==> src/rtl/int_alu_pkg.sv <==
package int_alu_pkg;
   localparam int OPW = 5;

   typedef enum logic [OPW-1:0] {
      OP_ADD  = 5'd0,
      OP_ADDU = 5'd1,
      OP_SUB  = 5'd2,
      OP_SUBU = 5'd3,
      OP_AND  = 5'd4,
      OP_OR   = 5'd5,
      OP_XOR  = 5'd6,
      OP_SLL  = 5'd7,
      OP_SRL  = 5'd8,
      OP_SRA  = 5'd9,
      OP_LHI  = 5'd10,
      OP_SLT  = 5'd11,
      OP_SGT  = 5'd12,
      OP_SLE  = 5'd13,
      OP_SGE  = 5'd14,
      OP_SEQ  = 5'd15,
      OP_SNE  = 5'd16
   } alu_op_e;

   typedef enum logic [1:0] {
      SH_LEFT  = 2'd0,
      SH_RLOG  = 2'd1,
      SH_RARI  = 2'd2,
      SH_NONE  = 2'd3
   } shift_kind_e;

   typedef enum logic [2:0] {
      REL_LT = 3'd0,
      REL_GT = 3'd1,
      REL_LE = 3'd2,
      REL_GE = 3'd3,
      REL_EQ = 3'd4,
      REL_NE = 3'd5
   } rel_e;
endpackage

==> src/rtl/alu_imm_ext.sv <==
module alu_imm_ext #(
   parameter int WIDTH = 32,
   parameter int IMM_W = 16
) (
   input  logic [IMM_W-1:0] imm,
   input  logic             sext,
   output logic [WIDTH-1:0] ext
);
   localparam int PAD = WIDTH - IMM_W;

   generate
      if (PAD > 0) begin : g_pad
         assign ext = {{PAD{sext & imm[IMM_W-1]}}, imm};
      end else begin : g_nopad
         assign ext = imm[WIDTH-1:0];
      end
   endgenerate

   // a zero-extended immediate never carries bits above the field
   always_comb begin
      if (PAD > 0 && !sext)
         p_zero_fill_r2: assert (ext >> IMM_W == '0);
   end
endmodule

==> src/rtl/alu_addsub.sv <==
module alu_addsub #(
   parameter int WIDTH = 32
) (
   input  logic [WIDTH-1:0] a,
   input  logic [WIDTH-1:0] b,
   input  logic             sub,
   input  logic             chk_ovf,
   output logic [WIDTH-1:0] res,
   output logic             ovf
);
   localparam int M = WIDTH - 1;

   logic [WIDTH-1:0] b_eff;

   always_comb begin
      b_eff = sub ? ~b : b;
      res   = a + b_eff + {{(WIDTH-1){1'b0}}, sub};
      ovf   = chk_ovf & (a[M] == b_eff[M]) & (res[M] != a[M]);
   end

   // an add overflows only with equal-signed sources, a subtract only with unequal ones
   always_comb begin
      p_add_sign_r3: assert (!(ovf && !sub && (a[M] != b[M])));
      p_sub_sign_r3: assert (!(ovf && sub && (a[M] == b[M])));
   end
endmodule

==> src/rtl/alu_shifter.sv <==
module alu_shifter
   import int_alu_pkg::*;
#(
   parameter int WIDTH = 32,
   parameter int SHW   = $clog2(WIDTH)
) (
   input  logic [WIDTH-1:0] a,
   input  logic [SHW-1:0]   amt,
   input  shift_kind_e      kind,
   output logic [WIDTH-1:0] res
);
   always_comb begin
      case (kind)
         SH_LEFT: res = a << amt;
         SH_RLOG: res = a >> amt;
         SH_RARI: res = $unsigned($signed(a) >>> amt);
         default: res = '0;
      endcase
   end

   // zero fill from the left empties the top bit for any nonzero distance
   always_comb begin
      p_srl_fill_r5: assert (!(kind == SH_RLOG && amt != '0 && res[WIDTH-1]));
   end
endmodule

==> src/rtl/alu_compare.sv <==
module alu_compare
   import int_alu_pkg::*;
#(
   parameter int WIDTH = 32
) (
   input  logic [WIDTH-1:0] a,
   input  logic [WIDTH-1:0] b,
   input  rel_e             rel,
   output logic             hit
);
   logic lt, eq;

   always_comb begin
      lt = $signed(a) < $signed(b);
      eq = (a == b);
      case (rel)
         REL_LT:  hit = lt;
         REL_GT:  hit = !lt && !eq;
         REL_LE:  hit = lt || eq;
         REL_GE:  hit = !lt;
         REL_EQ:  hit = eq;
         REL_NE:  hit = !eq;
         default: hit = 1'b0;
      endcase
   end

   // less-than and equality never hold together
   always_comb begin
      p_order_r7: assert (!(lt && eq));
   end
endmodule

==> src/rtl/int_exec_alu.sv <==
module int_exec_alu
   import int_alu_pkg::*;
#(
   parameter int WIDTH = 32,
   parameter int IMM_W = 16
) (
   input  logic [4:0]       op_sel,
   input  logic [31:0]      opa,
   input  logic [31:0]      opb_reg,
   input  logic [15:0]      imm,
   input  logic             use_imm,
   output logic [31:0]      result,
   output logic             ovf_flag
);
   localparam int SHW = $clog2(WIDTH);
   localparam int LOW = WIDTH - IMM_W;

   generate
      if (WIDTH != 32 || IMM_W != 16) begin : g_bad_port
         $error("int_exec_alu: ports are fixed at 32-bit data and 16-bit immediate");
      end
      if ((1 << SHW) != WIDTH) begin : g_bad_pow
         $error("int_exec_alu: WIDTH must be a power of two");
      end
      if (LOW < 1) begin : g_bad_imm
         $error("int_exec_alu: IMM_W must be narrower than WIDTH");
      end
   endgenerate

   logic             sext, sub, chk_ovf, rel_op;
   shift_kind_e      kind;
   rel_e             rel;
   logic [WIDTH-1:0] b_ext, b_op, sum, shres, lhi_val;
   logic             sum_ovf, hit;

   always_comb begin
      sext    = 1'b0;
      sub     = 1'b0;
      chk_ovf = 1'b0;
      rel_op  = 1'b0;
      kind    = SH_NONE;
      rel     = REL_LT;
      case (op_sel)
         OP_ADD:  begin sext = 1'b1; chk_ovf = 1'b1; end
         OP_SUB:  begin sext = 1'b1; chk_ovf = 1'b1; sub = 1'b1; end
         OP_SUBU: sub = 1'b1;
         OP_SLL:  kind = SH_LEFT;
         OP_SRL:  kind = SH_RLOG;
         OP_SRA:  kind = SH_RARI;
         OP_SLT:  begin sext = 1'b1; rel_op = 1'b1; rel = REL_LT; end
         OP_SGT:  begin sext = 1'b1; rel_op = 1'b1; rel = REL_GT; end
         OP_SLE:  begin sext = 1'b1; rel_op = 1'b1; rel = REL_LE; end
         OP_SGE:  begin sext = 1'b1; rel_op = 1'b1; rel = REL_GE; end
         OP_SEQ:  begin sext = 1'b1; rel_op = 1'b1; rel = REL_EQ; end
         OP_SNE:  begin sext = 1'b1; rel_op = 1'b1; rel = REL_NE; end
         default: ;
      endcase
   end

   alu_imm_ext #(.WIDTH(WIDTH), .IMM_W(IMM_W)) u_ext (
      .imm  (imm),
      .sext (sext),
      .ext  (b_ext)
   );

   assign b_op    = use_imm ? b_ext : opb_reg;
   assign lhi_val = {imm, {LOW{1'b0}}};

   alu_addsub #(.WIDTH(WIDTH)) u_add (
      .a       (opa),
      .b       (b_op),
      .sub     (sub),
      .chk_ovf (chk_ovf),
      .res     (sum),
      .ovf     (sum_ovf)
   );

   alu_shifter #(.WIDTH(WIDTH), .SHW(SHW)) u_shf (
      .a    (opa),
      .amt  (b_op[SHW-1:0]),
      .kind (kind),
      .res  (shres)
   );

   alu_compare #(.WIDTH(WIDTH)) u_cmp (
      .a   (opa),
      .b   (b_op),
      .rel (rel),
      .hit (hit)
   );

   always_comb begin
      result   = '0;
      ovf_flag = sum_ovf;
      case (op_sel)
         OP_ADD, OP_ADDU, OP_SUB, OP_SUBU: result = sum;
         OP_AND:                           result = opa & b_op;
         OP_OR:                            result = opa | b_op;
         OP_XOR:                           result = opa ^ b_op;
         OP_SLL, OP_SRL, OP_SRA:           result = shres;
         OP_LHI:                           result = lhi_val;
         default:                          result = {{(WIDTH-1){1'b0}}, rel_op & hit};
      endcase
   end

   // only the signed add and subtract codes may raise overflow
   always_comb begin
      p_no_overflow_r3: assert (!(ovf_flag && op_sel != OP_ADD && op_sel != OP_SUB));
   end

   // a set code writes nothing above bit 0
   always_comb begin
      if (op_sel >= OP_SLT && op_sel <= OP_SNE)
         p_set_bool_r7: assert (result[WIDTH-1:1] == '0);
   end

   // load-high leaves the low half empty
   always_comb begin
      if (op_sel == OP_LHI)
         p_lhi_low_r6: assert (result[LOW-1:0] == '0);
   end

   // unassigned codes produce nothing
   always_comb begin
      if (op_sel > OP_SNE)
         p_undef_quiet_r8: assert (result == '0 && !ovf_flag);
   end
endmodule

==> config.mk <==
export PLATFORM = sky130hd
export DESIGN_NAME = int_exec_alu
export DESIGN_NICKNAME = d
export VERILOG_FILES = /design/src/rtl/int_alu_pkg.sv /design/src/rtl/alu_imm_ext.sv /design/src/rtl/alu_addsub.sv /design/src/rtl/alu_shifter.sv /design/src/rtl/alu_compare.sv /design/src/rtl/int_exec_alu.sv
export SDC_FILE = /design/constraint.sdc
export NUM_CORES = 1
export LEC_CHECK = 0
export BUFFER_PORTS_ARGS = -buffer_cell sky130_fd_sc_hd__buf_2
export CAP_MARGIN = 40
export CORE_MARGIN = 5
export CORE_UTILIZATION = 55
export DETAILED_ROUTE_END_ITERATION = 8
export GPL_TIMING_DRIVEN = 1
export PLACE_DENSITY_LB_ADDON = 0.25
export SLEW_MARGIN = 20
export SYNTH_ARGS = -nofsm -noshare
export SYNTH_HDL_FRONTEND = slang
export SYNTH_SLANG_ARGS = --single-unit
==> constraint.sdc <==
create_clock -name vclk -period 5.31
set_input_delay 0.531 -clock vclk [all_inputs]
set_output_delay 0.531 -clock vclk [all_outputs]
set_load 0.03 [all_outputs]
==> reports/summary.json <==
{
  "grt_start_max_net_pins": {"value": 54},
  "detail-route-antenna-nets": {"value": 0},
  "timing.critical_path.fanout_max": {"value": 13},
  "finalWirelength": {"value": 41600, "unit": "µm"},
  "syn-num-nets": {"value": 1479},
  "seq_total_area_yosys": {"value": 0, "unit": "%"},
  "dp_hpwl": {"value": 32500, "unit": "µm"},
  "mostFrequentLayoutCell": {"value": "sky130_fd_sc_hd__mux2i_1"},
  "yosys.cell_types.count": {"value": 85},
  "n_clock_buffer": {"value": 0},
  "postSynthAreaPerCell": {"value": 7.25, "unit": "µm²"},
  "sequential_area": {"value": 0, "unit": "µm²"},
  "synth.cell_area": {"value": 9170, "unit": "µm²"},
  "critPathKind": {"value": "in -> out"},
  "critical_path.endpoint_type": {"value": "primary output"},
  "post-route-period-util": {"value": 97.9, "unit": "%"},
  "final.min_clock_period": {"value": 5.20, "unit": "ns"},
  "route.vias.total": {"value": 11000},
  "route.detailed.vias_per_inst": {"value": 7.12},
  "pwr_density_cell": {"value": 134, "unit": "nW/µm²"},
  "postCtsResizedCells": {"value": 0},
  "core.rowCount": {"value": 47},
  "drt_pass_1_iters": {"value": 5},
  "layout.sequential_cells": {"value": 0},
  "layout.cell_area.non_filler": {"value": 9980, "unit": "µm²"},
  "hold_violations": {"value": 0},
  "post_drt_wl_per_cell": {"value": 26.9, "unit": "µm"},
  "detailed_route_iter0_violations": {"value": 1575},
  "layout_common_cells": {"value": "130 x sky130_fd_sc_hd__mux2i_1, 127 x sky130_fd_sc_hd__ha_1, 119 x sky130_fd_sc_hd__buf_2"},
  "core_area": {"value": 16500, "unit": "µm²"},
  "setup-tns-final": {"value": 0, "unit": "ns"},
  "nNetsFinal": {"value": 1544},
  "power": {"value": 1.33, "unit": "mW"},
  "dieHeight": {"value": 139, "unit": "µm"},
  "globalRoute.totalOverflow": {"value": 0},
  "maxCapViolations": {"value": 0},
  "hold_path_class": {"value": "in -> out"},
  "cts-hold-fix-buffers": {"value": 0},
  "drc": {"value": 0},
  "floorplan.io_pins": {"value": 119},
  "placement.io_buffers": {"value": 119},
  "start_util": {"value": 55.7, "unit": "%"},
  "cp.required": {"value": 4.78, "unit": "ns"},
  "post_cts_buffers": {"value": 0},
  "floorplan.die_area": {"value": 19300, "unit": "µm²"},
  "ir_worst_vdd": {"value": 89.1, "unit": "µV"},
  "n_antenna_cell": {"value": 0},
  "cp.arrival": {"value": 4.67, "unit": "ns"},
  "critical_path.startpoint_type": {"value": "input port"},
  "report.final.setup_viol": {"value": 0},
  "maxSlewViolCount": {"value": 0},
  "count_of_synthesis_stage_warnings_from_yosys": {"value": 0},
  "dpl.cell_count": {"value": 1547},
  "timing_worst_slew_pin_value": {"value": 0.794, "unit": "ns"},
  "fillCellCount": {"value": 1600},
  "worst_slew_margin_rel": {"value": 47.0, "unit": "%"},
  "syn-instance-count": {"value": 1265},
  "area_delta_synth_final": {"value": 8.87, "unit": "%"},
  "p_leak": {"value": 4.64, "unit": "nW"},
  "detailed_place.area": {"value": 9970, "unit": "µm²"},
  "grt_first_pass_wirelength": {"value": 62700, "unit": "µm"},
  "instances_no_fill": {"value": 1548},
  "globalplace.congestion": {"value": 1.05},
  "share_of_cells_above_drive_strength_1": {"value": 16.0, "unit": "%"},
  "die-width": {"value": 139, "unit": "µm"},
  "fmax": {"value": 192, "unit": "MHz"},
  "grt_usage": {"value": 40.6, "unit": "%"},
  "grt_pass1_vias": {"value": 10300},
  "run_status": {"value": "complete, no violations"},
  "antenna_violations_before_repair": {"value": 0}
}
cells by family (layout without fill, tap and decap cells):
kind of cell,count (synthesis),count (layout),share of synthesized area [%]
XOR/XNOR,55,55,5.26
multiplexers,169,169,21.5
buffers and inverters,166,229,7.77
AND/OR/NAND/NOR,329,329,17.1
AO/OA/AOI/OAI,418,418,30.8
adder cells (fa/ha/maj),128,128,17.6
cell usage after synthesis, types with 18 or more instances:
library cell	count	area, µm²
sky130_fd_sc_hd__buf_2	18	90.1
sky130_fd_sc_hd__a22oi_1	24	180
sky130_fd_sc_hd__a21oi_1	92	460
sky130_fd_sc_hd__a211oi_1	20	150
sky130_fd_sc_hd__o21ai_0	90	450
sky130_fd_sc_hd__mux4_2	19	428
sky130_fd_sc_hd__clkbuf_1	57	214
sky130_fd_sc_hd__o22ai_1	22	138
sky130_fd_sc_hd__nor2_1	104	390
sky130_fd_sc_hd__nand3_1	22	110
sky130_fd_sc_hd__mux2i_1	134	1340
sky130_fd_sc_hd__a221o_1	25	250
sky130_fd_sc_hd__a21o_1	18	135
sky130_fd_sc_hd__inv_1	72	270
sky130_fd_sc_hd__nor3_1	30	150
sky130_fd_sc_hd__xnor2_1	39	342
sky130_fd_sc_hd__ha_1	127	1590
sky130_fd_sc_hd__o211ai_1	20	150
sky130_fd_sc_hd__nand2_1	91	342
metrics by stage:
step                      setup WS, ns  hold slack (ns)  utilization (%)
after detailed placement         0.232             1.59             60.5
after global placement           0.239             1.62             60.5
after CTS                        0.212             1.60             60.5
final                            0.109             1.61             60.6
after floorplan                  0.543             1.40                -
after global routing          -0.00119             1.64             60.6
final cells by class:
type / count / area (µm²) / share of cell area (%)
inverter: 76 / 295 / 2.96
tap: 220 / 275 / 2.76
multi-input combinational: 1099 / 8510 / 85.3
timing repair buffer: 153 / 897 / 8.99
worst paths after layout:
check    start         end  slack (ns)  depth (start not counted)
max    use_imm   result[0]        0.11                         14
min     imm[2]  result[18]        1.61                          4
power breakdown:
group | switching [mW] | total, mW | internal, mW
combinational | 0.861 | 1.33 | 0.473
sequential | 0 | 0 | 0
clock | 0 | 0 | 0
metal layers:
metal	track usage (%)	vias up	wire length (µm)
li1	-	4898	-
met3	7.93	157	5160
met2	61.4	786	17600
met1	56.3	5178	16400
met5	0	-	0
met4	17.0	0	2370
critical path, stage by stage:
cell	delay, ns
sky130_fd_sc_hd__buf_2	0.24
sky130_fd_sc_hd__buf_4	0.36
sky130_fd_sc_hd__mux2i_1	0.53
sky130_fd_sc_hd__ha_1	0.34
sky130_fd_sc_hd__or4_1	0.56
sky130_fd_sc_hd__nand4b_1	0.39
sky130_fd_sc_hd__a21oi_1	0.25
sky130_fd_sc_hd__a2111oi_0	0.09
sky130_fd_sc_hd__clkbuf_1	0.15
sky130_fd_sc_hd__o211ai_1	0.31
sky130_fd_sc_hd__nand3_1	0.14
sky130_fd_sc_hd__xnor2_1	0.14
sky130_fd_sc_hd__a2111o_1	0.42
sky130_fd_sc_hd__buf_2	0.18
Note: power is estimated with default switching activity, not from simulation.
